<file path="src/rtl/bdg_pkg.sv">
package bdg_pkg;
   // Smallest clock divisor that produces ticks
   localparam int CD_MIN = 2;
   // Smallest bit divisor honoured; lower values are raised to it
   localparam int BD_MIN = 4;
   // Fixed reference prescale ratio
   localparam int PRE_DIV_DEF = 8;

   typedef enum logic {
      REF_DIRECT = 1'b0,
      REF_SLOWED = 1'b1
   } ref_sel_e;
endpackage

</file>
<file path="src/rtl/bdg_prescale.sv">
module bdg_prescale #(
   parameter int PRE_DIV = bdg_pkg::PRE_DIV_DEF
) (
   input  logic clk,
   input  logic rst_n,
   input  logic restart,
   input  logic use_slow,
   output logic step_en
);
   generate
      if (PRE_DIV > 1) begin : g_div
         localparam int PW = $clog2(PRE_DIV);
         localparam logic [PW-1:0] LAST = PW'(PRE_DIV - 1);
         logic [PW-1:0] pcnt;

         always_ff @(posedge clk or negedge rst_n) begin
            if (!rst_n)
               pcnt <= '0;
            else if (restart || pcnt == LAST)
               pcnt <= '0;
            else
               pcnt <= pcnt + 1'b1;
         end

         assign step_en = use_slow ? (pcnt == LAST) : 1'b1;
      end else begin : g_pass
         assign step_en = 1'b1;
      end
   endgenerate
endmodule

</file>
<file path="src/rtl/bdg_sample_div.sv">
module bdg_sample_div #(
   parameter int CD_W = 16
) (
   input  logic            clk,
   input  logic            rst_n,
   input  logic            restart,
   input  logic            step_en,
   input  logic [CD_W-1:0] divisor,
   output logic            tick
);
   localparam logic [CD_W-1:0] FLOOR = CD_W'(bdg_pkg::CD_MIN);

   logic [CD_W-1:0] scnt;
   logic            running;
   logic            wrap;

   assign running = (divisor >= FLOOR);
   assign wrap    = (scnt == divisor - 1'b1);

   always_ff @(posedge clk or negedge rst_n) begin
      if (!rst_n)
         scnt <= '0;
      else if (restart)
         scnt <= '0;
      else if (running && step_en)
         scnt <= wrap ? '0 : scnt + 1'b1;
   end

   assign tick = running & step_en & wrap & ~restart;
endmodule

</file>
<file path="src/rtl/bdg_bit_div.sv">
module bdg_bit_div #(
   parameter int BD_W = 8
) (
   input  logic            clk,
   input  logic            rst_n,
   input  logic            restart,
   input  logic            sample_in,
   input  logic [BD_W-1:0] divisor,
   output logic            tick
);
   localparam logic [BD_W-1:0] FLOOR = BD_W'(bdg_pkg::BD_MIN);
   localparam logic [BD_W-1:0] TOP   = {BD_W{1'b1}};
   localparam logic [BD_W-1:0] CEIL  = TOP - 1'b1;

   logic [BD_W-1:0] bcnt;
   logic [BD_W-1:0] eff;

   always_comb begin
      if (divisor < FLOOR)
         eff = FLOOR;
      else if (divisor == TOP)
         eff = CEIL;
      else
         eff = divisor;
   end

   always_ff @(posedge clk or negedge rst_n) begin
      if (!rst_n)
         bcnt <= '0;
      else if (restart)
         bcnt <= '0;
      else if (sample_in)
         bcnt <= (bcnt == eff) ? '0 : bcnt + 1'b1;
   end

   assign tick = sample_in & (bcnt == eff);
endmodule

</file>
<file path="src/rtl/bdg_baud_gen.sv">
module bdg_baud_gen #(
   parameter int CD_W    = 16,
   parameter int BD_W    = 8,
   parameter int PRE_DIV = bdg_pkg::PRE_DIV_DEF
) (
   input  logic            clk,
   input  logic            rst_n,
   input  logic            cfg_load,
   input  logic            cfg_prescale,
   input  logic [CD_W-1:0] cfg_clk_div,
   input  logic [BD_W-1:0] cfg_bit_div,
   output logic            sample_tick,
   output logic            baud_tick
);
   import bdg_pkg::*;

   initial begin
      assert (CD_W >= 2) else $error("CD_W too small");
      assert (BD_W >= 3) else $error("BD_W too small");
      assert (PRE_DIV >= 1 && (PRE_DIV & (PRE_DIV - 1)) == 0)
         else $error("PRE_DIV must be a power of two");
   end

   ref_sel_e        sel_q;
   logic [CD_W-1:0] cd_q;
   logic [BD_W-1:0] bd_q;
   logic            step_en;

   always_ff @(posedge clk or negedge rst_n) begin
      if (!rst_n) begin
         sel_q <= REF_DIRECT;
         cd_q  <= '0;
         bd_q  <= '0;
      end else if (cfg_load) begin
         sel_q <= ref_sel_e'(cfg_prescale);
         cd_q  <= cfg_clk_div;
         bd_q  <= cfg_bit_div;
      end
   end

   bdg_prescale #(.PRE_DIV(PRE_DIV)) u_pre (
      .clk      (clk),
      .rst_n    (rst_n),
      .restart  (cfg_load),
      .use_slow (sel_q == REF_SLOWED),
      .step_en  (step_en)
   );

   bdg_sample_div #(.CD_W(CD_W)) u_sdiv (
      .clk     (clk),
      .rst_n   (rst_n),
      .restart (cfg_load),
      .step_en (step_en),
      .divisor (cd_q),
      .tick    (sample_tick)
   );

   bdg_bit_div #(.BD_W(BD_W)) u_bdiv (
      .clk       (clk),
      .rst_n     (rst_n),
      .restart   (cfg_load),
      .sample_in (sample_tick),
      .divisor   (bd_q),
      .tick      (baud_tick)
   );
endmodule

</file>
<file path="config.mk">
export PLATFORM = sky130hd
export DESIGN_NAME = bdg_baud_gen
export DESIGN_NICKNAME = d
export VERILOG_FILES = /design/src/rtl/bdg_pkg.sv /design/src/rtl/bdg_prescale.sv /design/src/rtl/bdg_sample_div.sv /design/src/rtl/bdg_bit_div.sv /design/src/rtl/bdg_baud_gen.sv
export SDC_FILE = /design/constraint.sdc
export NUM_CORES = 1
export LEC_CHECK = 0
export BUFFER_PORTS_ARGS = -buffer_cell sky130_fd_sc_hd__buf_2
export CAP_MARGIN = 40
export CORE_MARGIN = 4
export CORE_UTILIZATION = 25
export DETAILED_ROUTE_END_ITERATION = 8
export MAX_ROUTING_LAYER = met4
export PLACE_DENSITY = 0.49
export SYNTH_ARGS = -nofsm -noshare
export SYNTH_HDL_FRONTEND = slang
export SYNTH_SLANG_ARGS = --single-unit
</file>
<file path="constraint.sdc">
create_clock -name clk -period 6 [get_ports clk]
set_input_delay 0 -clock clk [delete_from_list [all_inputs] [get_ports clk]]
set_output_delay 0 -clock clk [all_outputs]
set_load 0.05 [all_outputs]
</file>
==> results.txt <==
- Cell repeated most along the worst path: a2111o_1
- Final weighted congestion in routability-driven placement: 0.769
* Setup Fix Bufs, Post-CTS: 0
* Clk sink count: 52
- Once layout is complete, the cells apart from fillers number 546.
- First DRT Iteration DRCs: 164
* Min cycle time layout: 3.84 ns
* Maximum level of the CTS H-tree: 2
* Net count after synthesis: 364
* Width of the die: 120 um
- Post-Synthesis Cell Area: 0.00314 sq mm
* Count of pins over their slew limit: 0
- Setup violations remaining at the end of the flow were counted as 0.
* Maximum clock frequency: 261 MHz
* Total of max-cap violations: 0
- Post-detailed-routing wire length: 7.56 mm
- OpenSTA, run right after detailed placement, puts the worst setup slack at 2.15 ns.
- Total CTS buffers: 5
* Register area share after synthesis: 41.5%
* Boundary Pins: 30
- DR vias/cell: 4.82
* Final hold violation count: 0
* Count of input and output buffers: 29
* Main area contributors after synthesis: dfrtp_1 (41%), mux2_2 (7.9%), xnor2_1 (6.7%)
* FF+latch count, synth: 52
- The min-delay analysis places its worst path in the category input pin to register.
* Clock Tree Root: clkbuf_16
- Net count reported at finish: 411
* Detail-routed net length per standard cell: 13.8 um
* Die footprint: 0.0144 sq mm
- Hold-fix buffer count after cts: 26
* Clock slew seen by the registers of the worst setup and hold paths: 0.07 ns
- After global routing the overflow that remains totals 0.
- Of the available clock period, the critical path in the final layout requires 63.9%.
* Classification of the worst setup path: register to register
- Overall power consumption after layout is estimated at 0.000834 W.
- Measured along the y axis, the die boundary spans 120 um.
* DRC errors left: 0
- The number of antenna violations at the first check in global routing is 0.
- Register area: 0.00130 sq mm
- Synthesis produced 330 cells.
* Number of flops mapped to enable cells by yosys: 0
- Post-synth top flop: dfrtp_1
* Inserted Diodes: 0
- The floorplan step defined a core boundary enclosing 0.0122 sq mm.
* Maximum cell stage delay along the critical path: 0.61 ns
- The routed layout has 2634 vias.
- In this run the deepest clock path goes through 2 buffers.
- First-pass GRT wire length: 12.8 mm
* Run status: completed
* Worst setup SP type: register
- Total area of multi-input combinational cells: 0.00171 sq mm
* Relative area change from synthesis to final layout: 22.5%
- Cell chain of the critical path: inv_1 > ha_1 > nor3b_1 > nand2_1 > a2111o_1 > a221oi_1 > nand4_1 > a2111o_1 > a32o_1
- Of all nets on the critical path, the largest fanout is 17.
* Number of distinct library cells after synthesis: 48
- Counting flops with an async set or reset pin after synthesis yields a share of 100%.
- During synthesis, Yosys emitted a total of 0 warnings.
* Filler cell count: 1272
- For this configuration, the core starts out at a cell density of 25.8%.
* Cell accounting for the most synthesized area: dfrtp_1
- Worst endpoint required time: 6.18 ns
- Setup repair after global routing left no endpoint under its margin.
- Global routing used 11.2% of the available tracks across all layers.
* Worst hold slack: 0.334 ns
- Std-Cell Rows: 40
- Cell total after placement: 512
- Total Negative Setup Slacks: 0 ns
- Static leakage power: 1.56 nW
- Clock skew on the completed layout was measured at 0.00789 ns.
- The worst pin sits at a relative slew slack of 43.6%.
- CTS tree: yes
* Max VDD drop: 0.149 mV
* Pin count of the biggest net entering global routing: 53
- A synthesized cell averages 9.51 sq um.
* ANT nets after route: 0
- Share of Yosys cell area claimed by the top area cell type: 41.5%
- The later pin in the worst-skew pair is clocked with a latency of 0.30 ns.
- Fraction of final layout cells with drive strength greater than 1: 15.9%
- Critical path capture point type: register
* Worst path arrival time: 4.02 ns
* HPWL reported at the end of detailed placement: 5.34 mm
- Once routing completed, OpenROAD measured the worst setup slack at 2.16 ns.
- The first TritonRoute pass finished after 4 iterations.
- At the pin with the least slew margin, the transition time is 0.839 ns.
- Worst path slowest cell: nand4_1
- Number of gates resized after cts: 0
* Number of global-route vias before repair: 2541
- Power density normalized to cell area: 217 mW/mm^2
[cell usage after synthesis, drive strengths merged (2+ instances only)]
| master | number |
|---|---|
| o211ai | 9 |
| nor3b | 3 |
| dfrtp | 52 |
| o221ai | 3 |
| nand2b | 2 |
| a21o | 2 |
| a22oi | 4 |
| buf | 4 |
| nor3 | 7 |
| a2111o | 3 |
| o22ai | 4 |
| and3 | 11 |
| nor4 | 8 |
| clkbuf | 13 |
| ha | 6 |
| o2111ai | 2 |
| a211oi | 2 |
| a31oi | 2 |
| a32o | 3 |
| nand3 | 16 |
| or3 | 3 |
| o21ai | 11 |
| o21a | 2 |
| or4 | 2 |
| xnor2 | 24 |
| inv | 14 |
| nand2 | 26 |
| nor2b | 3 |
| xor2 | 11 |
| and2 | 4 |
| mux2 | 22 |
| a21oi | 3 |
| nand4 | 7 |
| nor4b | 2 |
| nor2 | 28 |
[state kept, by name, indices dropped and copies added (netlist names)]
signal	count
u_bdiv.bcnt	8
sel_q	1
bd_q	8
u_pre.g_div.pcnt	3
cd_q	16
u_sdiv.scnt	16
[final cells by class]
| type | count | share of cell area, % |
|---|---|---|
| Clock buffer | 7 | 3.71 |
| Clock inverter | 1 | 0.195 |
| Inverter | 14 | 1.37 |
| Multi-Input combinational cell | 247 | 44.4 |
| Sequential cell | 52 | 33.9 |
| Tap cell | 168 | 5.47 |
| Timing Repair Buffer | 57 | 10.9 |
[path summary, 6_finish.rpt]
kind                                     start                  end  slack (ns)  depth (start not counted)
max                                    cd_q[0]       u_bdiv.bcnt[5]        2.16                          9
max in group asynchronous                rst_n       u_bdiv.bcnt[1]        5.18                          3
min                                   cfg_load                sel_q        0.33                          3
min reg2reg                u_pre.g_div.pcnt[0]  u_pre.g_div.pcnt[0]        0.43                          1
min in group asynchronous                rst_n              bd_q[4]        0.37                          3
max reg2reg                            cd_q[0]       u_bdiv.bcnt[5]        2.16                          9
[cell usage in the layout (no fill, tap or decap), types with 4 or more instances in the layout]
cell and n:
nand3_1 16, dfrtp_1 52, o211ai_1 9, and2_1 4, clkbuf_16 5, nor3_1 7, xnor2_1 24, o21ai_0 11
dlygate4sd3_1 26, ha_1 6, mux2_2 22, a22oi_1 4, inv_1 14, nand4_1 7, nor2_1 28, nand2_1 26
buf_2 29, and3_1 11, nor4_1 8, o22ai_1 4, xor2_1 11
[worst max-delay path, delay by kind of cell (launching register included)]
family,cells,cell delay [ns]
adders and majority gates,1,0.22
buffers and inverters,1,0.11
AOI/OAI and AO/OA,4,1.60
and+or+nand+nor,3,1.38
DFF,1,0.42
[layer usage]
layer	GRT usage (%)	vias to the layer above	part of all wire [%]
li1	-	1293	-
met5	-	-	0
met3	1.27	7	3.1
met2	17.0	47	47
met1	15.8	1287	49
met4	3.58	0	1.8
[logic make-up (layout without fill, tap and decap cells)]
group | after synthesis | count (layout) | share of synthesized area, %
AO/OA/AOI/OAI | 57 | 57 | 13.4
XOR/XNOR | 35 | 35 | 9.77
multiplexers | 23 | 23 | 8.22
flip-flops | 52 | 52 | 41.5
AND/OR/NAND/NOR | 126 | 126 | 20.7
buffers and inverters | 31 | 79 | 4.07
adder cells (fa/ha/maj) | 6 | 6 | 2.39
[power breakdown]
part	internal, W	switching (W)	total (W)
registers	0.000373	0.0000310	0.000404
logic	0.0000674	0.0000631	0.000131
clock network	0.000167	0.000133	0.000299
[per-stage QoR]
step           util [%]  cell area (sq um)
3_3_place_gp       28.2               3430
5_1_grt            31.6               3840
4_1_cts            31.6               3840
6_report           31.6               3840
2_1_floorplan         -               3140
3_5_place_dp       28.2               3430
Note: power is estimated with default switching activity, not from simulation.
